<file path="src/rtl/ovl_pkg.sv">
package ovl_pkg;
    localparam int INSTR_W = 16;
    localparam int RIDX_W  = 2;
    localparam int NREG    = 1 << RIDX_W;
    localparam int DADDR_W = 8;

    typedef enum logic [1:0] {
        OP_ADD   = 2'd0,
        OP_SUB   = 2'd1,
        OP_LDADD = 2'd2,
        OP_LD    = 2'd3
    } op_e;

    typedef struct packed {
        op_e                op;
        logic [RIDX_W-1:0]  rd;
        logic [RIDX_W-1:0]  rs1;
        logic [RIDX_W-1:0]  rs2;
        logic [DADDR_W-1:0] addr;
    } instr_t;

    function automatic logic reads_src1(op_e op);
        return op != OP_LD;
    endfunction

    function automatic logic reads_src2(op_e op);
        return (op == OP_ADD) || (op == OP_SUB);
    endfunction

    function automatic logic reads_mem(op_e op);
        return (op == OP_LDADD) || (op == OP_LD);
    endfunction
endpackage

</file>
<file path="src/rtl/ovl_ibuf.sv">
module ovl_ibuf
    import ovl_pkg::*;
#(
    parameter int DEPTH = 4,
    parameter int AW    = 8
) (
    input  logic               clk,
    input  logic               rst_n,
    output logic               imem_en,
    output logic [AW-1:0]      imem_addr,
    input  logic [INSTR_W-1:0] imem_rdata,
    input  logic               pop,
    output logic               empty,
    output instr_t             head
);
    localparam int PW = (DEPTH > 1) ? $clog2(DEPTH) : 1;
    localparam int CW = $clog2(DEPTH + 1);

    typedef struct packed {
        logic [DEPTH-1:0][INSTR_W-1:0] slot;
        logic [PW-1:0]                 wp;
        logic [PW-1:0]                 rp;
        logic [CW-1:0]                 cnt;
        logic                          pend;
        logic [AW-1:0]                 pc;
    } ib_t;

    ib_t q, d;
    logic issue;

    always_comb begin
        d     = q;
        issue = (32'(q.cnt) + 32'(q.pend)) < DEPTH;
        if (q.pend) begin
            d.slot[q.wp] = imem_rdata;
            d.wp = (32'(q.wp) == DEPTH - 1) ? '0 : q.wp + 1'b1;
        end
        if (pop) begin
            d.rp = (32'(q.rp) == DEPTH - 1) ? '0 : q.rp + 1'b1;
        end
        d.cnt  = q.cnt + CW'(q.pend) - CW'(pop);
        d.pend = issue;
        d.pc   = q.pc + AW'(issue);
    end

    always_ff @(posedge clk or negedge rst_n) begin
        if (!rst_n) q <= '0;
        else        q <= d;
    end

    assign imem_en   = issue;
    assign imem_addr = q.pc;
    assign empty     = (q.cnt == '0);
    assign head      = instr_t'(q.slot[q.rp]);

    a_r5_no_underflow: assert property (@(posedge clk) disable iff (!rst_n)
        pop |-> (q.cnt != '0));
    a_r5_no_overflow: assert property (@(posedge clk) disable iff (!rst_n)
        q.pend |-> ((32'(q.cnt) < DEPTH) || pop));
endmodule

</file>
<file path="src/rtl/ovl_rf.sv">
module ovl_rf #(
    parameter int DW   = 16,
    parameter int NREG = 4
) (
    input  logic                    clk,
    input  logic                    rst_n,
    input  logic                    we,
    input  logic [$clog2(NREG)-1:0] wa,
    input  logic [DW-1:0]           wd,
    input  logic [$clog2(NREG)-1:0] ra1,
    input  logic [$clog2(NREG)-1:0] ra2,
    output logic [DW-1:0]           rd1,
    output logic [DW-1:0]           rd2
);
    logic [NREG-1:0][DW-1:0] r_q, r_d;

    always_comb begin
        r_d = r_q;
        if (we) r_d[wa] = wd;
    end

    always_ff @(posedge clk or negedge rst_n) begin
        if (!rst_n) r_q <= '0;
        else        r_q <= r_d;
    end

    assign rd1 = r_q[ra1];
    assign rd2 = r_q[ra2];

    a_r2_write_lands: assert property (@(posedge clk) disable iff (!rst_n)
        we |=> (r_q[$past(wa)] == $past(wd)));
endmodule

</file>
<file path="src/rtl/ovl_pipe4.sv">
module ovl_pipe4
    import ovl_pkg::*;
#(
    parameter int DW        = 16,
    parameter int IAW       = 8,
    parameter int BUF_DEPTH = 4
) (
    input  logic               clk,
    input  logic               rst_n,
    input  logic               stall,
    output logic               imem_en,
    output logic [IAW-1:0]     imem_addr,
    input  logic [INSTR_W-1:0] imem_rdata,
    output logic               dmem_en,
    output logic [DADDR_W-1:0] dmem_addr,
    input  logic [DW-1:0]      dmem_rdata,
    output logic               res_valid,
    output logic [RIDX_W-1:0]  res_rd,
    output logic [DW-1:0]      res_data
);
    typedef struct packed {
        logic   v;
        instr_t ins;
    } fs_t;

    typedef struct packed {
        logic               v;
        op_e                op;
        logic [RIDX_W-1:0]  rd;
        logic [RIDX_W-1:0]  rs1;
        logic [RIDX_W-1:0]  rs2;
        logic [DADDR_W-1:0] addr;
    } ds_t;

    typedef struct packed {
        logic              v;
        op_e               op;
        logic [RIDX_W-1:0] rd;
        logic [DW-1:0]     a;
        logic [DW-1:0]     b;
    } os_t;

    typedef struct packed {
        logic              v;
        logic [RIDX_W-1:0] rd;
        logic [DW-1:0]     data;
    } rs_t;

    typedef struct packed {
        fs_t f;
        ds_t d;
        os_t o;
        rs_t r;
    } pipe_t;

    pipe_t  q, d;
    logic   hz, pop, empty, wr_en;
    instr_t head;
    logic [DW-1:0] rd1, rd2, ex_val;

    ovl_ibuf #(.DEPTH(BUF_DEPTH), .AW(IAW)) i_ibuf (
        .clk(clk), .rst_n(rst_n),
        .imem_en(imem_en), .imem_addr(imem_addr), .imem_rdata(imem_rdata),
        .pop(pop), .empty(empty), .head(head)
    );

    ovl_rf #(.DW(DW), .NREG(NREG)) i_rf (
        .clk(clk), .rst_n(rst_n),
        .we(wr_en), .wa(q.o.rd), .wd(ex_val),
        .ra1(q.d.rs1), .ra2(q.d.rs2), .rd1(rd1), .rd2(rd2)
    );

    always_comb begin
        hz = q.d.v && q.o.v &&
             ((reads_src1(q.d.op) && (q.o.rd == q.d.rs1)) ||
              (reads_src2(q.d.op) && (q.o.rd == q.d.rs2)));

        unique case (q.o.op)
            OP_ADD:   ex_val = q.o.a + q.o.b;
            OP_SUB:   ex_val = q.o.a - q.o.b;
            OP_LDADD: ex_val = q.o.a + dmem_rdata;
            default:  ex_val = dmem_rdata;
        endcase

        wr_en     = !stall && q.o.v;
        pop       = !stall && !hz && !empty;
        dmem_en   = !stall && !hz && q.d.v && reads_mem(q.d.op);
        dmem_addr = q.d.addr;

        d = q;
        if (stall) begin
            d.r.v = 1'b0;
        end else begin
            d.r = '{v: q.o.v, rd: q.o.rd, data: ex_val};
            if (hz) begin
                d.o.v = 1'b0;
            end else begin
                d.o = '{v: q.d.v, op: q.d.op, rd: q.d.rd, a: rd1, b: rd2};
                d.d = '{v: q.f.v, op: q.f.ins.op, rd: q.f.ins.rd,
                        rs1: q.f.ins.rs1, rs2: q.f.ins.rs2, addr: q.f.ins.addr};
                d.f = pop ? '{v: 1'b1, ins: head} : '0;
            end
        end
    end

    always_ff @(posedge clk or negedge rst_n) begin
        if (!rst_n) q <= '0;
        else        q <= d;
    end

    assign res_valid = q.r.v;
    assign res_rd    = q.r.rd;
    assign res_data  = q.r.data;

    a_r8_stall_freeze: assert property (@(posedge clk) disable iff (!rst_n)
        stall |=> ($stable(q.f) && $stable(q.d) && $stable(q.o)));
    a_r8_no_result_in_stall: assert property (@(posedge clk) disable iff (!rst_n)
        stall |=> !res_valid);
    a_r7_bubble_on_hazard: assert property (@(posedge clk) disable iff (!rst_n)
        (hz && !stall) |=> (!q.o.v && $stable(q.d)));
    a_r6_dmem_for_mem_ops: assert property (@(posedge clk) disable iff (!rst_n)
        dmem_en |-> (q.d.v && reads_mem(q.d.op)));
endmodule

</file>
<file path="config.mk">
export PLATFORM = sky130hd
export DESIGN_NAME = ovl_pipe4
export DESIGN_NICKNAME = d
export VERILOG_FILES = /design/src/rtl/ovl_pkg.sv /design/src/rtl/ovl_ibuf.sv /design/src/rtl/ovl_rf.sv /design/src/rtl/ovl_pipe4.sv
export SDC_FILE = /design/constraint.sdc
export NUM_CORES = 1
export LEC_CHECK = 0
export BUFFER_PORTS_ARGS = -buffer_cell sky130_fd_sc_hd__buf_2
export CAP_MARGIN = 15
export CORE_MARGIN = 2
export CORE_UTILIZATION = 30
export DETAILED_ROUTE_END_ITERATION = 10
export PLACE_DENSITY = 0.42
export SETUP_SLACK_MARGIN = 0.5
export SKIP_LAST_GASP = 1
export SYNTH_ARGS = -nofsm -noshare
export SYNTH_HDL_FRONTEND = slang
export SYNTH_HIERARCHICAL = 1
export SYNTH_SLANG_ARGS = --single-unit
</file>
<file path="constraint.sdc">
create_clock -name clk -period 6.4 [get_ports clk]
set_clock_uncertainty 0.1 [all_clocks]
set_input_delay 1.6 -clock clk [delete_from_list [all_inputs] [get_ports clk]]
set_output_delay 1.6 -clock clk [all_outputs]
set_load 0.05 [all_outputs]
</file>
==> metrics.txt, run 1 <==
die area=42600 µm²; # fillers=4019; WP data required=4.70 ns; placer congestion estimate=0.841; Synth Register Bits=234; routed len/inst=19.3 µm; switching power=3.18 mW; Tcrit/Tclk final=70.5%; final-stage net count=1103; cell with the most instances after synthesis=dfrtp_1; syn_nets=1076; mux cell area share after synthesis=23.4%; Sum Neg Setup Slack=0 ns; Hold Fails Final Rpt=0; CP Capture Type=output pin; DRC=0; H-Tree Depth=1; diodes inserted=0; area leader, netlist=dfrtp_1; total grt overflow=0; post-synthesis cell type count=65; Synth Area in Compound Gates=7.82%; CTS Hold Bufs=0; Core Rows=74; worst hold path type=flop to flop; Placed Cells=1534; Final Setup Violations=0; register area=5860 µm²; sw frac=39.4%; CP max FO=18; syn_area_per_cell=12.2 µm²; sequential cell area fraction in the yosys report=47.7%; routed wire length=30.5 mm; max cap viols=0; XOR/XNOR share of the synthesized area=1.78%; CP Data Arrival Time=2.81 ns; number of enable flip-flop cells after synthesis=0; Synth Area in Adders=3.69%; worst skew pair latency=0.56 ns; Buf/Inv on CP=1; Die W=206 µm; ANT nets after route=0; Synth warnings=6; share of cells above drive strength 1=31.3%; number of DRC markers in iteration 0=297; vias=7718; Fmax=222 MHz; initial antenna violation count=1; sequential power share=33.3%; fin area=13900 µm²; clock power share=21.6%; CTS tree=done; postcts setup bufs=0; maximum vdd drop=0.321 mV; Tot GR Track Use=14.9%; Slew headroom=26.0%; Post-synth top cells=dfrtp_1 (234), nand2_1 (139), mux2_2 (103); worst path cell trace=xor2_1 > o31ai_1 > a31oi_4 > and3_1 > buf_2; CTS Buf Count=29; CP max stage cell=dfrtp_1; ranking of synthesized cells by area=dfrtp_1 (48%), mux2_2 (9.4%), mux4_2 (7.3%), mux2_4 (4.9%), nand2_1 (4.2%); post-synth top area share=47.7%; PortBufs=71; die height=206 µm; Cell Area, Synth=12300 µm²; I/O pin cnt=72; Internal Power=4.90 mW; Synth-to-Final Area Change=13.0%; Pre-Repair DR Iteration Count=4; starting density of the core=30.2%; RSZ-0062 raised after global routing=false; status=finished clean; CTS root buf=clkbuf_16; crit-path leading delay family=flip-flops; vias in the first global route=8184; Post-synth ARST share=100%; Num Clock Sinks=234; maximum clock path buffer count=3; PostCTS Resize Cnt=0; DP Area=12900 µm²; dpl hpwl=19.8 mm; min Tclk post-route=4.51 ns; PnR worst setup slack=1.89 ns; worst-margin pin slew=1.11 ns; Critical Path Max Stage Delay=1.03 ns; Synth Instances=1006; P per Cell Area=582 nW/µm²; largest family of logic cells by synthesized area=multiplexers; clock-pin slew on the worst setup and hold paths=0.06 ns; global-route wire length before repair=49.2 mm; routed vias/inst=4.87; prevailing post-synth register cell=dfrtp_1; Slew Viols, Final=0; Pwr Total=8.08 mW; final cell count without fillers=1584; core footprint=40600 µm²; critical path class=flop to output pin; largest net degree at the start of global routing=127; Post-Synth Simple-Gate Area=9.88%; Gate power share=45.1%; P_leak=6.30 nW; critical path startpoint category=flop; Setup WS pre-CTS=1.92 ns; flop2flop setup slack=1.93 ns; Multi-input gate area=5730 µm²
## power by group through the flow
stage / clock, mW / sequential (mW) / combinational, mW
after floorplan: 0 / 2.48 / 3.11
after global placement: 0 / 2.71 / 3.67
after detailed placement: 0 / 2.72 / 3.68
after CTS: 1.81 / 2.71 / 3.70
after global routing: 1.87 / 2.81 / 4.01
final: 1.75 / 2.69 / 3.64
## per-stage QoR
step           utilization (%)  hold slack, ns
4_1_cts                   34.1           0.368
6_report                  34.1           0.364
3_3_place_gp              31.7           0.348
3_5_place_dp              31.7           0.353
5_1_grt                   34.1           0.395
2_1_floorplan                -           0.339
## registers in the layout (all words and copies together), names as in the netlist
signal,cells
res_rd,2
i_ibuf/q,72
q,63
res_valid,1
res_data,16
dmem_addr,8
i_rf/r_q,64
i_ibuf/imem_addr,8
## layer usage
metal / track usage [%] / wire [µm]
met1: 21.0 / 14600
met2: 24.0 / 13900
met3: 2.18 / 1180
met4: 3.95 / 750
met5: 0 / 13
## placed cells by master (no fill, tap or decap), types with 7 or more instances in the layout
master	count
nand3_1	9
buf_4	12
o21ai_0	78
clkbuf_1	8
clkbuf_16	29
nor2_1	14
ha_1	33
o22ai_1	11
nand3b_1	19
inv_1	40
xnor2_1	18
xor2_1	7
nor3_1	11
mux2_4	40
mux2_2	103
a21oi_1	21
dfrtp_1	234
buf_2	70
mux4_1	8
mux4_2	40
nand2_1	139
## logic make-up (layout without fill, tap and decap cells)
group                    Yosys count  after routing
buffers and inverters            128            174
adder cells (fa/ha/maj)           35             35
AND/OR/NAND/NOR                  234            234
multiplexers                     191            191
AO/OA/AOI/OAI                    159            159
XOR/XNOR                          25             25
flip-flops                       234            234
## final timing paths
| check | end | from | cells after the start |
|---|---|---|---|
| setup / recovery | dmem_en | q[65] | 5 |
| min in group asynchronous | res_data[12] | rst_n | 1 |
| setup reg to reg | i_rf/r_q[61] | q[25] | 13 |
| hold / removal | q[51] | q[68] | 2 |
| hold reg to reg | q[51] | q[68] | 2 |
| max in group asynchronous | i_ibuf/q[48] | rst_n | 2 |
## worst reg2reg max path, stage by stage (launching register included)
cell and delay, ns:
dfrtp_1 0.45, or4_4 0.62, nor3_4 0.29, nand2_2 0.08, or3_1 0.31, a32oi_1 0.20
o22ai_1 0.14, ha_1 0.42, a21oi_1 0.30, nand2_1 0.12, o31ai_1 0.52, xor2_1 0.13
o21ai_0 0.48, mux2_2 0.26
## final cells by class
cell class / instances / share of cell area [%]
inverters: 40 / 1.08
clock buffers: 40 / 5.74
repair buffers: 84 / 3.43
clock inverters: 10 / 1.46
multi-input cells: 644 / 41.3
flip-flops and latches: 234 / 42.2
well taps: 532 / 4.80
No activity file was read; power rests on OpenSTA's default activity.
==> run 2: changes to the inputs <==
Settings changed: PLACE_DENSITY 0.42 to 0.44.
Clock period 6.4 ns to 4 ns, I/O delays scaled along.
==> run 2 against run 1 <==
Compared with the run above:
- critical path depth up 8
- critical endpoint is now i_rf/r_q[31]
- clock power up 52%
- die area unchanged
- final cell count grew 3.4%
- via count rose by 2.5%
- critical path type is now flop to flop
- cell area grew 4.2%
- hold slack got worse by 0.032 ns
- worst setup slack lost 1.6 ns
- sequential power rose by 59%
- largest cell class is now multi-input combinational cells
- register-to-register slack lost 1.6 ns
- first-iteration DRC count shrank 20%
==> metrics.txt, run 2 (synthesis gave the netlist of run 1 again) <==
status=finished clean; die height=206 µm; # fillers=4060; largest net degree at the start of global routing=91; Final Setup Violations=0; Die W=206 µm; most common cell after layout, fill and taps aside=dfrtp_1; routed vias/inst=4.83; final-stage net count=1156; core footprint=40600 µm²; final cell count without fillers=1638; worst skew pair latency=0.56 ns; CP max FO=4; number of DRC markers in iteration 0=238; Synth-to-Final Area Change=17.8%; Biggest register=i_ibuf/q; Pwr Total=13.6 mW; diodes inserted=0; R2R depth=13; vias=7910; worst path cell trace=or4_4 > nor3_4 > nand2_2 > or3_1 > a32oi_1 > o22ai_1 > ha_2 > buf_6 > nand4_1 > o31a_1 > xnor2_2 > o21ai_2 > mux2_4; P_leak=6.60 nW; Hold Fails Final Rpt=0; register area=5860 µm²; global-route wire length before repair=46.9 mm; PortBufs=71; RR Startpoint=q[23]; worst hold path type=input pin to asynchronous set/reset pin; maximum vdd drop=0.350 mV; CP Data Arrival Time=4.03 ns; Sum Neg Setup Slack=0 ns; RSZ-0062 raised after global routing=true; critical path class=flop to flop; Slew Viols, Final=0; dpl hpwl=19.5 mm; crit-path leading delay family=simple AND/OR/NAND/NOR gates; starting density of the core=30.2%; CP Capture Type=flop; placer congestion estimate=0.770; PnR worst setup slack=0.306 ns; total grt overflow=0; CP max stage cell=or4_4; max cap viols=0; CTS Hold Bufs=0; initial antenna violation count=0; Fmax=271 MHz; Core Rows=74; CTS root buf=clkbuf_16; Critical Path Max Stage Delay=0.57 ns; Reg2Reg Capture Point=i_rf/r_q[31]; Num Clock Sinks=234; CTS tree=done; maximum clock path buffer count=3; Placed Cells=1555; most frequent cells in the layout=dfrtp_1 (233), nand2_1 (137), mux2_2 (99); max FFs per register=72; Tot GR Track Use=14.1%; Buf/Inv on CP=1; ANT nets after route=0; Largest regs=i_ibuf/q: 72 flops, i_rf/r_q: 64 flops, q: 63 flops; Tcrit/Tclk final=92.4%; Slew headroom=30.2%; H-Tree Depth=1; CTS Buf Count=29; die area=42600 µm²; I/O pin cnt=72; share of cells above drive strength 1=38.4%; Multi-input gate area=5930 µm²; worst-margin pin slew=1.05 ns; routed len/inst=17.9 µm; DRC=0; routed wire length=29.3 mm; Pre-Repair DR Iteration Count=4; critical path startpoint category=flop; vias in the first global route=8091; Setup WS pre-CTS=0.177 ns; P per Cell Area=940 nW/µm²; WP data required=4.33 ns; min Tclk post-route=3.69 ns; flop2flop setup slack=0.31 ns; clock-pin slew on the worst setup and hold paths=0.06 ns
==> run 2: changes by cell type in the layout (fill, tap and decap cells not counted), moves of 5 or more <==
cell / before / now
o21ai_0: 78 / 68
o21ai_2: 0 / 5
a21oi_2: 0 / 7
o21ai_1: 0 / 5
a21oi_1: 21 / 13
buf_4: 12 / 61
==> run 2: what timing repair did <==
item | in CTS | in global routing
pin swaps | 10 | 27
hold endpoints to repair | 0 | 0
resized for setup | 22 | 35
setup buffers | 14 | 18
setup endpoints to repair | 32 | 53
cloned | 0 | 0
==> run 2: where the power goes <==
part	total, mW	switching (mW)	internal (mW)
clock network	2.66	1.03	1.62
registers	4.27	0.813	3.45
logic	6.68	3.47	3.21
total	13.6	5.31	8.29
==> run 2: cell type report <==
class,instances,share of cell area (%)
Inverter,40,1.06
Clock inverter,12,0.977
Clock buffer,39,5.69
Tap cell,532,4.60
Multi-Input combinational cell,644,41.0
Sequential cell,234,40.5
Timing Repair Buffer,137,6.20
==> run 2: worst max-delay path by stage <==
stage / startpoint / to / cells past startpoint
2_1_floorplan: q[23] / i_rf/r_q[15] / 15
3_3_place_gp: q[23] / i_rf/r_q[15] / 14
3_5_place_dp: q[23] / i_rf/r_q[63] / 13
4_1_cts: q[23] / i_rf/r_q[45] / 14
5_1_grt: q[25] / i_rf/r_q[31] / 14
6_report: q[23] / i_rf/r_q[31] / 13
==> run 2: through the flow <==
step	area (µm²)	hold slack, ns	utilization [%]
final	14500	0.332	35.6
after global routing	14500	0.398	35.6
after CTS	14200	0.371	34.9
after detailed placement	13000	0.354	32.1
after global placement	13000	0.351	32.1
after floorplan	12300	0.339	-
==> run 2: metal layers <==
layer  part of all wire, %  up-vias  global-route usage, %
met3                   3.6       40                   2.03
met5                     0        -                      0
met1                    48     4013                   20.2
met2                    46      113                   22.6
met4                   1.9        0                   3.14
li1                      -     3744                      -
==> run 2: worst register-to-register path: stages, from the launching register on <==
cell,delay (ns)
dfrtp_1,0.40
or4_4,0.57
nor3_4,0.22
nand2_2,0.08
or3_1,0.32
a32oi_1,0.20
o22ai_1,0.10
ha_2,0.40
buf_6,0.12
nand4_1,0.13
o31a_1,0.32
xnor2_2,0.19
o21ai_2,0.12
mux2_4,0.30
==> run 3: changes to the inputs <==
Settings changed: CTS_BUF_LIST set to sky130_fd_sc_hd__clkbuf_8.
==> run 3 against run 2 <==
Compared with the run above:
- sequential power hardly changed
- sequential cell count unchanged
- clock power down 15%
- first-iteration DRC count rose by 19%
- largest power group unchanged
- hold slack worse by 0.035 ns
- die area did not move
- clock-buffer cell count up 16
- cell area fell by 0.66%
==> metrics.txt, run 3 (synthesis gave the netlist of run 1 again) <==
Biggest register=i_ibuf/q; ANT nets after route=0; PortBufs=71; Tcrit/Tclk final=91.9%; Core Rows=74; Tot GR Track Use=14.3%; most common cell after layout, fill and taps aside=dfrtp_1; CTS root buf=clkbuf_8; CTS Buf Count=45; CP Data Arrival Time=4.03 ns; worst skew pair latency=0.59 ns; post-layout util=35.4%; CP startpoint=q[25]; share of cells above drive strength 1=39.0%; max cap viols=0; initial antenna violation count=0; Slew headroom=29.5%; Sum Neg Setup Slack=0 ns; Fmax=272 MHz; DRC=0; WP data required=4.35 ns; P_leak=6.60 nW; critical path class=flop to flop; status=finished clean; I/O pin cnt=72; total grt overflow=0; Die W=206 µm; P per Cell Area=923 nW/µm²; Largest regs=i_ibuf/q: 72 flops, i_rf/r_q: 64 flops, q: 63 flops; Slew Viols, Final=0; die area=42600 µm²; most frequent cells in the layout=dfrtp_1 (233), nand2_1 (137), mux2_2 (100); final cell count without fillers=1663; largest net degree at the start of global routing=91; routed vias/inst=4.78; Pwr Total=13.3 mW; global-route wire length before repair=47.2 mm; Synth-to-Final Area Change=17.0%; dpl hpwl=19.5 mm; Num Clock Sinks=234; min Tclk post-route=3.68 ns; max FFs per register=72; Hold Fails Final Rpt=0; core footprint=40600 µm²; CTS tree=done; Placed Cells=1555; CTS Hold Bufs=0; RSZ-0062 raised after global routing=true; die height=206 µm; worst hold path type=input pin to asynchronous set/reset pin; CP Capture Type=flop; starting density of the core=30.2%; Final Setup Violations=0; H-Tree Depth=2; CP max FO=4; clock-pin slew on the worst setup and hold paths=0.06 ns; maximum vdd drop=0.382 mV; Pre-Repair DR Iteration Count=5; # fillers=4090; final-stage net count=1172; routed len/inst=17.8 µm; maximum clock path buffer count=3; diodes inserted=0; vias=7945; RR Startpoint=q[25]; vias in the first global route=8181; routed wire length=29.6 mm; number of DRC markers in iteration 0=284; critical path startpoint category=flop; placer congestion estimate=0.770; worst-margin pin slew=1.06 ns
[run 3: cell type report]
| cell class | instances | area [µm²] | share of cell area (%) |
|---|---|---|---|
| clock inverters | 21 | 90.1 | 0.627 |
| flip-flops and latches | 234 | 5860 | 40.8 |
| inverters | 40 | 154 | 1.07 |
| repair buffers | 137 | 888 | 6.18 |
| clock buffers | 55 | 757 | 5.27 |
| well taps | 532 | 666 | 4.63 |
| multi-input cells | 644 | 5960 | 41.5 |
[run 3: worst max-delay path, stage by stage (launching register included)]
cell,delay [ns]
dfrtp_1,0.38
or4_4,0.58
nor3_4,0.22
nand2_2,0.08
or3_1,0.32
a32oi_1,0.20
o22ai_1,0.10
ha_2,0.40
buf_6,0.12
nand4_1,0.13
o31a_1,0.32
xnor2_2,0.19
o21ai_2,0.11
mux2_4,0.30
[run 3: per-stage QoR]
step / setup WS (ns) / hold slack [ns] / cell area, µm²
2_1_floorplan: 0.513 / 0.339 / 12300
3_3_place_gp: 0.170 / 0.351 / 13000
3_5_place_dp: 0.177 / 0.354 / 13000
4_1_cts: 0.287 / 0.314 / 14000
5_1_grt: 0.221 / 0.339 / 14400
6_report: 0.323 / 0.297 / 14400
[run 3: worst paths after layout]
| path | endpoint | slack, ns | depth (start not counted) |
|---|---|---|---|
| min | res_data[10] | 0.30 | 1 |
| max reg2reg | i_rf/r_q[47] | 0.32 | 13 |
| max | i_rf/r_q[47] | 0.32 | 13 |
| min reg2reg | i_ibuf/imem_addr[7] | 0.37 | 1 |
| max in group asynchronous | i_ibuf/q[74] | 2.62 | 2 |
| min in group clk | i_ibuf/imem_addr[7] | 0.37 | 1 |
[run 3: power by group]
part / leakage (nW) / total [mW] / internal, mW / switching [mW]
logic: 3.19 / 6.71 / 3.23 / 3.48
registers: 2.92 / 4.27 / 3.45 / 0.819
clock network: 0.493 / 2.27 / 1.23 / 1.05
total: 6.60 / 13.3 / 7.91 / 5.35
[run 3: what timing repair did]
item / 4_1_cts / 5_1_grt
buffers inserted: 11 / 21
endpoints found under the setup margin: 31 / 53
gates resized for setup: 21 / 40
cloned: 0 / 0
pin swaps: 9 / 30
[run 3: routing by layer]
| layer | vias to the layer above | GRT usage, % | wire (µm) | share of wire [%] |
|---|---|---|---|---|
| li1 | 3777 | - | - | - |
| met1 | 4000 | 19.9 | 14400 | 48 |
| met2 | 126 | 22.6 | 13600 | 46 |
| met5 | - | 0 | 0 | 0 |
| met3 | 42 | 2.79 | 1100 | 3.7 |
| met4 | 0 | 4.39 | 543 | 1.8 |
